==> src/rtl/smbus_seq_pkg.sv <==
package smbus_seq_pkg;
  typedef enum logic [2:0] {
    K_QUICK = 3'd0, K_BYTE = 3'd1, K_BDATA = 3'd2, K_WORD = 3'd3, K_BLOCK = 3'd4
  } kind_e;

  typedef enum logic [2:0] {
    ST_IDLE, ST_ADDR, ST_CMD, ST_RSTART, ST_QUICK, ST_READ, ST_WRITE
  } seq_state_e;

  localparam logic [1:0] RES_OK    = 2'd0;
  localparam logic [1:0] RES_NODEV = 2'd1;
  localparam logic [1:0] RES_IOERR = 2'd2;
  localparam logic [1:0] RES_INVAL = 2'd3;
endpackage

==> src/rtl/smbus_seq_req.sv <==
module smbus_seq_req
  import smbus_seq_pkg::*;
#(
  parameter int BLK_MAX = 32,
  parameter int LEN_W   = $clog2(BLK_MAX + 1)
) (
  input  logic [2:0]       kind_i,
  input  logic             rd_i,
  input  logic [LEN_W-1:0] len_i,
  output logic             ok_o,
  output logic             quick_o,
  output logic             cmd_data_o,
  output logic [LEN_W-1:0] xlen_o
);
  always_comb begin
    ok_o       = 1'b1;
    quick_o    = 1'b0;
    cmd_data_o = 1'b0;
    xlen_o     = '0;
    unique case (kind_i)
      K_QUICK: begin
        quick_o = 1'b1;
        ok_o    = !rd_i;
      end
      K_BYTE: begin
        quick_o    = 1'b1;
        cmd_data_o = !rd_i;
        xlen_o     = LEN_W'(1);
      end
      K_BDATA: xlen_o = LEN_W'(1);
      K_WORD:  xlen_o = LEN_W'(2);
      K_BLOCK: begin
        xlen_o = len_i;
        ok_o   = (len_i != '0) && (int'(len_i) <= BLK_MAX);
      end
      default: ok_o = 1'b0;
    endcase
  end
endmodule

==> src/rtl/smbus_seq_timer.sv <==
module smbus_seq_timer #(
  parameter int TO_CYC = 1000,
  parameter int CNT_W  = $clog2(TO_CYC + 1)
) (
  input  logic clk_i,
  input  logic rst_ni,
  input  logic run_i,
  input  logic kick_i,
  output logic expire_o
);
  logic [CNT_W-1:0] cnt_q;

  always_ff @(posedge clk_i or negedge rst_ni) begin
    if (!rst_ni)                cnt_q <= '0;
    else if (kick_i || !run_i)  cnt_q <= '0;
    else if (!expire_o)         cnt_q <= cnt_q + 1'b1;
  end

  assign expire_o = run_i && !kick_i && (cnt_q == CNT_W'(TO_CYC - 1));
endmodule

==> src/rtl/smbus_seq_fsm.sv <==
module smbus_seq_fsm
  import smbus_seq_pkg::*;
#(
  parameter int LEN_W = 6
) (
  input  logic             clk_i,
  input  logic             rst_ni,
  input  logic             req_i,
  input  logic             ok_i,
  input  logic             quick_i,
  input  logic             cmd_data_i,
  input  logic [LEN_W-1:0] xlen_i,
  input  logic             rd_i,
  input  logic [6:0]       addr_i,
  input  logic [7:0]       cmd_i,
  input  logic             evt_i,
  input  logic             nack_i,
  input  logic             bus_err_i,
  input  logic             master_i,
  input  logic [7:0]       rx_byte_i,
  input  logic             expire_i,
  input  logic [7:0]       buf_data_i,
  output logic             busy_o,
  output logic             done_o,
  output logic [1:0]       result_o,
  output logic             need_rst_o,
  output logic             start_o,
  output logic             stop_o,
  output logic             ack_arm_o,
  output logic             clr_stat_o,
  output logic             tx_we_o,
  output logic [7:0]       tx_byte_o,
  output logic [LEN_W-1:0] buf_idx_o,
  output logic             rx_we_o,
  output logic [LEN_W-1:0] rx_idx_o,
  output logic [7:0]       rx_data_o
);
  seq_state_e       state_q;
  logic [7:0]       abyte_q, cmd_q;
  logic [LEN_W-1:0] len_q, idx_q;
  logic             cmd_data_q;

  assign busy_o    = (state_q != ST_IDLE);
  assign buf_idx_o = idx_q;

  always_ff @(posedge clk_i or negedge rst_ni) begin
    if (!rst_ni) begin
      state_q    <= ST_IDLE;
      abyte_q    <= '0;
      cmd_q      <= '0;
      len_q      <= '0;
      idx_q      <= '0;
      cmd_data_q <= 1'b0;
      done_o     <= 1'b0;
      result_o   <= RES_OK;
      need_rst_o <= 1'b0;
      start_o    <= 1'b0;
      stop_o     <= 1'b0;
      ack_arm_o  <= 1'b0;
      clr_stat_o <= 1'b0;
      tx_we_o    <= 1'b0;
      tx_byte_o  <= '0;
      rx_we_o    <= 1'b0;
      rx_idx_o   <= '0;
      rx_data_o  <= '0;
    end else begin
      done_o     <= 1'b0;
      start_o    <= 1'b0;
      stop_o     <= 1'b0;
      clr_stat_o <= 1'b0;
      tx_we_o    <= 1'b0;
      rx_we_o    <= 1'b0;
      if (state_q == ST_IDLE) begin
        if (req_i) begin
          if (!ok_i) begin
            done_o   <= 1'b1;
            result_o <= RES_INVAL;
          end else begin
            state_q    <= quick_i ? ST_QUICK : ST_ADDR;
            start_o    <= 1'b1;
            abyte_q    <= {addr_i, rd_i};
            cmd_q      <= cmd_i;
            len_q      <= xlen_i;
            idx_q      <= '0;
            cmd_data_q <= cmd_data_i;
            need_rst_o <= 1'b0;
            ack_arm_o  <= 1'b0;
          end
        end
      end else if (evt_i) begin
        if (bus_err_i || !master_i) begin
          state_q    <= ST_IDLE;
          done_o     <= 1'b1;
          result_o   <= RES_IOERR;
          need_rst_o <= 1'b1;
        end else if (nack_i) begin
          state_q    <= ST_IDLE;
          done_o     <= 1'b1;
          result_o   <= RES_NODEV;
          stop_o     <= 1'b1;
          clr_stat_o <= 1'b1;
        end else begin
          unique case (state_q)
            ST_ADDR: begin
              tx_we_o   <= 1'b1;
              tx_byte_o <= {abyte_q[7:1], 1'b0};
              state_q   <= ST_CMD;
            end
            ST_CMD: begin
              tx_we_o   <= 1'b1;
              tx_byte_o <= cmd_q;
              state_q   <= abyte_q[0] ? ST_RSTART : ST_WRITE;
            end
            ST_RSTART, ST_QUICK: begin
              // repeated start shares the address phase of the quick path
              start_o   <= (state_q == ST_RSTART);
              tx_we_o   <= 1'b1;
              tx_byte_o <= abyte_q;
              if (abyte_q[0]) begin
                ack_arm_o <= (len_q == LEN_W'(1));
                state_q   <= ST_READ;
              end else begin
                state_q   <= ST_WRITE;
              end
            end
            ST_READ: begin
              ack_arm_o <= (len_q == LEN_W'(2));
              rx_we_o   <= 1'b1;
              rx_idx_o  <= idx_q;
              rx_data_o <= rx_byte_i;
              idx_q     <= idx_q + 1'b1;
              len_q     <= len_q - 1'b1;
              if (len_q == LEN_W'(1)) begin
                state_q  <= ST_IDLE;
                done_o   <= 1'b1;
                result_o <= RES_OK;
                stop_o   <= 1'b1;
              end
            end
            ST_WRITE: begin
              if (len_q == '0) begin
                state_q  <= ST_IDLE;
                done_o   <= 1'b1;
                result_o <= RES_OK;
                stop_o   <= 1'b1;
              end else begin
                tx_we_o   <= 1'b1;
                tx_byte_o <= cmd_data_q ? cmd_q : buf_data_i;
                idx_q     <= idx_q + 1'b1;
                len_q     <= len_q - 1'b1;
              end
            end
            default: state_q <= ST_IDLE;
          endcase
        end
      end else if (expire_i) begin
        state_q    <= ST_IDLE;
        done_o     <= 1'b1;
        result_o   <= RES_IOERR;
        need_rst_o <= 1'b1;
      end
    end
  end
endmodule

==> src/rtl/smbus_xfer_seq.sv <==
module smbus_xfer_seq
  import smbus_seq_pkg::*;
#(
  parameter int CLK_HZ     = 50_000_000,
  parameter int TIMEOUT_MS = 200,
  parameter int BLK_MAX    = 32,
  parameter int LEN_W      = $clog2(BLK_MAX + 1)
) (
  input  logic             clk_i,
  input  logic             rst_ni,
  input  logic             req_i,
  input  logic [2:0]       kind_i,
  input  logic             rd_i,
  input  logic [6:0]       addr_i,
  input  logic [7:0]       cmd_i,
  input  logic [LEN_W-1:0] len_i,
  output logic             busy_o,
  output logic             done_o,
  output logic [1:0]       result_o,
  output logic             need_rst_o,
  input  logic             evt_i,
  input  logic             nack_i,
  input  logic             bus_err_i,
  input  logic             master_i,
  input  logic [7:0]       rx_byte_i,
  output logic             start_o,
  output logic             stop_o,
  output logic             ack_arm_o,
  output logic             clr_stat_o,
  output logic             tx_we_o,
  output logic [7:0]       tx_byte_o,
  output logic [LEN_W-1:0] buf_idx_o,
  input  logic [7:0]       buf_data_i,
  output logic             rx_we_o,
  output logic [LEN_W-1:0] rx_idx_o,
  output logic [7:0]       rx_data_o
);
  localparam int TO_CYC = (CLK_HZ / 1000) * TIMEOUT_MS;

  logic             ok, quick, cmd_data, expire;
  logic [LEN_W-1:0] xlen;

  smbus_seq_req #(.BLK_MAX(BLK_MAX), .LEN_W(LEN_W)) u_req (
    .kind_i(kind_i), .rd_i(rd_i), .len_i(len_i),
    .ok_o(ok), .quick_o(quick), .cmd_data_o(cmd_data), .xlen_o(xlen)
  );

  smbus_seq_timer #(.TO_CYC(TO_CYC)) u_timer (
    .clk_i(clk_i), .rst_ni(rst_ni), .run_i(busy_o),
    .kick_i(evt_i), .expire_o(expire)
  );

  smbus_seq_fsm #(.LEN_W(LEN_W)) u_fsm (
    .clk_i(clk_i), .rst_ni(rst_ni), .req_i(req_i), .ok_i(ok),
    .quick_i(quick), .cmd_data_i(cmd_data), .xlen_i(xlen),
    .rd_i(rd_i), .addr_i(addr_i), .cmd_i(cmd_i),
    .evt_i(evt_i), .nack_i(nack_i), .bus_err_i(bus_err_i),
    .master_i(master_i), .rx_byte_i(rx_byte_i), .expire_i(expire),
    .buf_data_i(buf_data_i), .busy_o(busy_o), .done_o(done_o),
    .result_o(result_o), .need_rst_o(need_rst_o), .start_o(start_o),
    .stop_o(stop_o), .ack_arm_o(ack_arm_o), .clr_stat_o(clr_stat_o),
    .tx_we_o(tx_we_o), .tx_byte_o(tx_byte_o), .buf_idx_o(buf_idx_o),
    .rx_we_o(rx_we_o), .rx_idx_o(rx_idx_o), .rx_data_o(rx_data_o)
  );
endmodule

==> config.mk <==
export PLATFORM = sky130hd
export DESIGN_NAME = smbus_xfer_seq
export DESIGN_NICKNAME = d
export VERILOG_FILES = /design/src/rtl/smbus_seq_pkg.sv /design/src/rtl/smbus_seq_req.sv /design/src/rtl/smbus_seq_timer.sv /design/src/rtl/smbus_seq_fsm.sv /design/src/rtl/smbus_xfer_seq.sv
export SDC_FILE = /design/constraint.sdc
export NUM_CORES = 1
export LEC_CHECK = 0
export ABC_AREA = 1
export BUFFER_PORTS_ARGS = -buffer_cell sky130_fd_sc_hd__buf_4
export CORE_UTILIZATION = 55
export CTS_CLUSTER_DIAMETER = 200
export CTS_CLUSTER_SIZE = 24
export DETAILED_ROUTE_END_ITERATION = 8
export GPL_ROUTABILITY_DRIVEN = 0
export HOLD_SLACK_MARGIN = 0.02
export PLACE_DENSITY = 0.79
export SKIP_CTS_REPAIR_TIMING = 1
export SLEW_MARGIN = 20
export SYNTH_ARGS = -nofsm -noshare
export SYNTH_HDL_FRONTEND = slang
export SYNTH_HIERARCHICAL = 1
export SYNTH_SLANG_ARGS = --single-unit
==> constraint.sdc <==
create_clock -name clk_i -period 3.9 [get_ports clk_i]
set_clock_uncertainty 0.2 [all_clocks]
set_input_delay 0.195 -clock clk_i [delete_from_list [all_inputs] [get_ports clk_i]]
set_output_delay 0.195 -clock clk_i [all_outputs]
set_load 0.02 [all_outputs]
Word-level counts from Yosys, hierarchy flattened
Index checks and enable logic that the tools add are counted.

Register bits: 88. Bits of input ports: 48. Word-level logic and storage cells: 179. Output and inout bits: 39.

Add/sub/neg operators: 3. Muxes and demuxes: 95. $lt $le $gt $ge: 1. Eq/ne operators: 26. Reduce and logical (&&, ||, !) cells: 32. Bitwise logic cells: 3.

Operators with widths (count): 6-bit two-way mux (14); 24-bit two-way mux (2); 1-bit two-way mux (46); 3-bit two-way mux (11); 8-bit one-hot mux with 4 select lines (1); 24-bit by 1-bit adder with 24-bit output (second input constant) (1); 24-bit == test (second input constant) (1); 6-bit one-hot mux with 2 select lines (2); 2-bit two-way mux (10); 6-bit one-hot mux with 3 select lines (1); 8-bit two-way mux (2); 3-bit one-hot mux with 5 select lines (1); 7-bit AND reduction (2); 3-bit by 2-bit == test with 1-bit output (second input constant) (4); 3-bit == test (second input constant) (4); 6-bit by 3-bit != test with 1-bit output (second input constant) (2); 6-bit AND reduction (2); 3-bit nonzero test (4); 5-bit AND reduction (2); 2-bit by 1-bit != test with 1-bit output (second input constant) (4); 6-bit by 1-bit adder with 6-bit output (second input constant) (1); 3-bit by 1-bit == test with 1-bit output (second input constant) (2); 6-bit by 1-bit == test with 1-bit output (second input constant) (1); 6-bit by 2-bit == test with 1-bit output (second input constant) (1); other kinds (23) (39).

Longest topological paths before layout
Depth in word-level cells: 7. Depth in mapped cells: 14.

Hierarchy
The synthesis kept the hierarchy.

By module, submodules not included: smbus_seq_fsm (sequential area each 1601.5 µm², times used 1, cells an instance 427, area an instance 3199.3 µm²); smbus_seq_timer (sequential area each 600.6 µm², times used 1, cells an instance 232, area an instance 1541.5 µm²); smbus_seq_req (sequential area each 0.0 µm², times used 1, cells an instance 32, area an instance 158.9 µm²).

Worst setup path after synthesis
Ideal clock, no wire load.

Kind: reg-to-reg. Start: reg u_fsm.state_q[1]. End: reg u_fsm.result_o[0]. Path slack: 1687 ps. Setup time: 117 ps. Required time: 3583 ps. Buffers on the path: 2. Period minus slack after synthesis: 2213 ps. Arrival: 1896 ps. Cell stages (with the launch flop): 14. Cells stage by stage: dfrtp_1 buf_2 nor2_4 nand2_4 buf_2 inv_1 nor2_1 clkinv_1 nor3_1 o21ai_0 o21ai_1 nand2_1 nand2_1 nand2_1.

RTL lines: start: declaration (RTL line smbus_seq_fsm.sv:38) `seq_state_e state_q;`; start signal: assignment (RTL line smbus_seq_fsm.sv:79) `state_q <= quick_i ? ST_QUICK : ST_ADDR;`; start signal: assignment (RTL line smbus_seq_fsm.sv:112) `state_q <= abyte_q[0] ? ST_RSTART : ST_WRITE;`; 3-bit nonzero test (RTL line smbus_seq_fsm.sv:43) `assign busy_o = (state_q != ST_IDLE);`; net busy_o (RTL line smbus_xfer_seq.sv:17) `output logic busy_o,`; 1-bit logical AND (2 in a row) (RTL line smbus_seq_timer.sv:19) `assign expire_o = run_i && !kick_i && (cnt_q == CNT_W'(TO_CYC - 1));`; net expire (RTL line smbus_xfer_seq.sv:40) `logic ok, quick, cmd_data, expire;`; 3-bit nonzero test (no source line); 6-bit AND reduction (no source line); end signal: assignment (RTL line smbus_seq_fsm.sv:55) `result_o <= RES_OK;`; end signal: assignment (RTL line smbus_seq_fsm.sv:77) `result_o <= RES_INVAL;`; end signal: assignment (RTL line smbus_seq_fsm.sv:94) `result_o <= RES_IOERR;`; end: declaration (RTL line smbus_seq_fsm.sv:25) `output logic [1:0] result_o,`.

The timed path passes the listed nets, and every way through them passes these cells. A chain may end at the register's enable or synchronous reset.

Worst setup path after layout
Start: reg u_fsm.state_q[0]. End: reg u_fsm.result_o[0].

RTL lines (RTL line): 3-bit nonzero test (smbus_seq_fsm.sv:43); 1-bit logical AND (2 in a row) (smbus_seq_timer.sv:19); net expire (smbus_xfer_seq.sv:40); 3-bit nonzero test (no source line); 6-bit AND reduction (no source line).

The timed path passes the listed nets, and every way through them passes these cells.

==> impl_metrics.env <==
export IMPL_status="finished clean"
export IMPL_setup_viol=0
export IMPL_start_kind="flop"
export IMPL_synth_edf_count=0
export IMPL_wl_um=11900
export IMPL_p_int_mw=1.945
export IMPL_final_nets=865
export IMPL_cts_root_buf="clkbuf_8"
export IMPL_crit_fanout=20
export IMPL_synth_fp_nets=745
export IMPL_max_slew_margin_rel=0.4832
export IMPL_maxCapViolations=0
export IMPL_antenna_found_initial=0
export IMPL_synth_warnings=6
export IMPL_post_route_period_util=0.6753
export IMPL_synthCells=691
export IMPL_cp_end_kind="flop"
export IMPL_worst_endpoint_required_ns=3.94
export IMPL_min_from="buf_data_i[0]"
export IMPL_wl_met2_um=5677
export IMPL_vias=4763
export IMPL_syn_to_final_growth_pct=26.25
export IMPL_synth_ff_type="dfrtp_1"
export IMPL_syn_area_mm2=0.004900
export IMPL_track_usage=0.2613
export IMPL_synth_cell_type_count=32
export IMPL_drtAntennaViolNets=0
export IMPL_place_port_buffers=86
export IMPL_vdd_drop_max_uv=325.0
export IMPL_die_h_um=96.39
export IMPL_finalSetupTns_ns=0
export IMPL_critical_path_startpoint="u_fsm/state_q[0]"
export IMPL_cts_inserted_buffers=9
export IMPL_clockBufferDepth=2
export IMPL_drt_pass1_iterations=5
export IMPL_yosysSeqAreaShare=0.4494
export IMPL_clkPwrFrac=0.216
export IMPL_cellLeakagePower_nw=3.269
export IMPL_final_hold_viol_count=0
export IMPL_core_mm2=0.008678
export IMPL_gr_total_overflow=0
export IMPL_via_per_inst=5.160
export IMPL_drive_above_1_share=0.1718
export IMPL_drc=0
export IMPL_final_core_util=0.7128
export IMPL_swShare=0.4021
export IMPL_antennaDiodeCount=0
export IMPL_start_util=0.5646
export IMPL_drt_iter0_markers=274
export IMPL_fmax_ghz=0.3797
export IMPL_cts_tree="built"
export IMPL_clock_latency_ns=0.35
export IMPL_arrival_ns=2.67
export IMPL_fin_crit_ns=2.634
export IMPL_dp_hpwl_um=8082
export IMPL_die_w_um=96.39
export IMPL_rows=34
export IMPL_power_density_mw_per_mm2=526.0
export IMPL_routed_top_layer="met4"
export IMPL_finalMaxSlewViolations=0
export IMPL_cts_htree_levels=3
export IMPL_pwr_share_seq=0.398
export IMPL_met3_length_um=706
export IMPL_cts_num_sinks=88
export IMPL_grt_pass1_wl_um=18730
export IMPL_tightest_slew_ns=0.7753
export IMPL_n_fill_cell=704
export IMPL_async_flop_share=1.000
export IMPL_comb_power_share=0.386
export IMPL_wire_per_inst_um=12.89
export IMPL_synth_avg_cell_area_um2=7.091
export IMPL_grt_pass1_vias=4191
export IMPL_hold_ws_ns=0.02081
export IMPL_p_switching_mw=1.308
export IMPL_hold_class="primary input to flop"
export IMPL_grt_max_degree=89
export IMPL_clk_pin_slew_ns=0.09
export IMPL_wl_met1_um=5293
export IMPL_ios=87
export IMPL_critPathKind="flop to flop"
export IMPL_dieArea_mm2=0.009290
export IMPL_worstReg2RegStart="u_fsm/state_q[0]"
export IMPL_synth_seq_cells=88
export IMPL_rsz0062_at_grt="false"
[placed cells by master, fill, tap and decap left out, types with 9 or more instances in the layout]
cell           netlist  layout
nand2_1            315     315
dfrtp_1             88      88
buf_4                2      87
nor2_1              72      72
inv_1               51      51
nand3_1             50      50
dlygate4sd3_1        0      34
o21ai_0             17      17
a21oi_1             10      10
clkbuf_8             0       9
[kinds of logic (layout without fill, tap and decap cells)]
kind of cell,after synthesis,after routing,synth area share
XOR/XNOR,6,6,0.01073
AO/OA/AOI/OAI,32,32,0.03448
AND/OR/NAND/NOR,487,487,0.4305
buffers and inverters,72,196,0.05950
adder cells (fa/ha/maj),6,6,0.01532
flip-flops,88,88,0.4494
[critical path: stages (launching register included)]
cell and delay, ns:
dfrtp_1 0.54, nor2_4 0.10, nand2_4 0.18, inv_1 0.06, nor2_1 0.09, buf_4 0.24, clkinv_1 0.26, nor3_1 0.26
o21ai_0 0.15, o21ai_1 0.19, nand2_1 0.13, nand2_1 0.07, nand2_1 0.05
[synth_stat cells (all sizes together) (2+ instances only)]
cell type	instances	area share
dfrtp	88	0.45
xor2	4	0.0071
nand3	55	0.063
inv	58	0.044
a21oi	10	0.010
nor2	87	0.084
ha	6	0.015
nand2	322	0.25
xnor2	2	0.0036
or2	3	0.0038
nor3	7	0.0071
nand4	8	0.010
o21ai	18	0.018
buf	13	0.014
nand3b	3	0.0046
[through the flow]
stage          instance area (um2)  setup WS (ns)  power, mW  instances
4_1_cts                       5842          1.292      3.231        889
3_5_place_dp                  5625          1.303      2.527        874
3_3_place_gp                  5625          1.404      2.480        874
2_1_floorplan                 4900          1.687      2.136        691
5_1_grt                       6186         0.8860      3.497        923
6_report                      6186          1.266      3.254        923
[layout make-up]
class | instances | area (um2) | area share
tap | 108 | 135.1 | 0.02184
sequential | 88 | 2202 | 0.3560
clock inverter | 6 | 92.59 | 0.01497
multi-input combinational | 531 | 2406 | 0.3890
inverter | 59 | 221.5 | 0.03580
clock buffer | 9 | 123.9 | 0.02002
timing repair buffer | 122 | 1005 | 0.1624
[metal layers]
metal	global-route usage	vias up
li1	-	2390
met1	0.3407	2174
met2	0.4374	176
met3	0.05399	23
met4	0.08211	0
met5	0	-
[flip-flops by register name (all words and copies together), names as in the netlist, 2 cells and up]
name,flops
u_timer/cnt_q,24
u_fsm/cmd_q,8
u_fsm/abyte_q,8
u_fsm/rx_data_o,8
u_fsm/buf_idx_o,6
u_fsm/rx_idx_o,6
u_fsm/len_q,6
u_fsm/result_o,2
u_fsm/state_q,3
u_fsm/tx_byte_o,8
[power by group through the flow]
stage / registers, mW / logic, mW / clock network [mW]
2_1_floorplan: 1.36 / 0.774 / 0
3_3_place_gp: 1.30 / 1.18 / 0
3_5_place_dp: 1.31 / 1.22 / 0
4_1_cts: 1.29 / 1.22 / 0.717
5_1_grt: 1.32 / 1.42 / 0.761
6_report: 1.30 / 1.26 / 0.703
[final timing paths]
path | cells past startpoint | to | slack, ns
min in group asynchronous | 2 | u_timer/cnt_q[2] | 0.27
worst max register to register | 12 | u_fsm/result_o[0] | 1.27
worst min register to register | 2 | u_fsm/abyte_q[5] | 0.29
worst min-delay path | 5 | u_fsm/tx_byte_o[0] | 0.02
max in group asynchronous | 2 | u_fsm/clr_stat_o | 2.71
worst max-delay path | 12 | u_fsm/result_o[0] | 1.27
(Power assumes the default switching activity.)
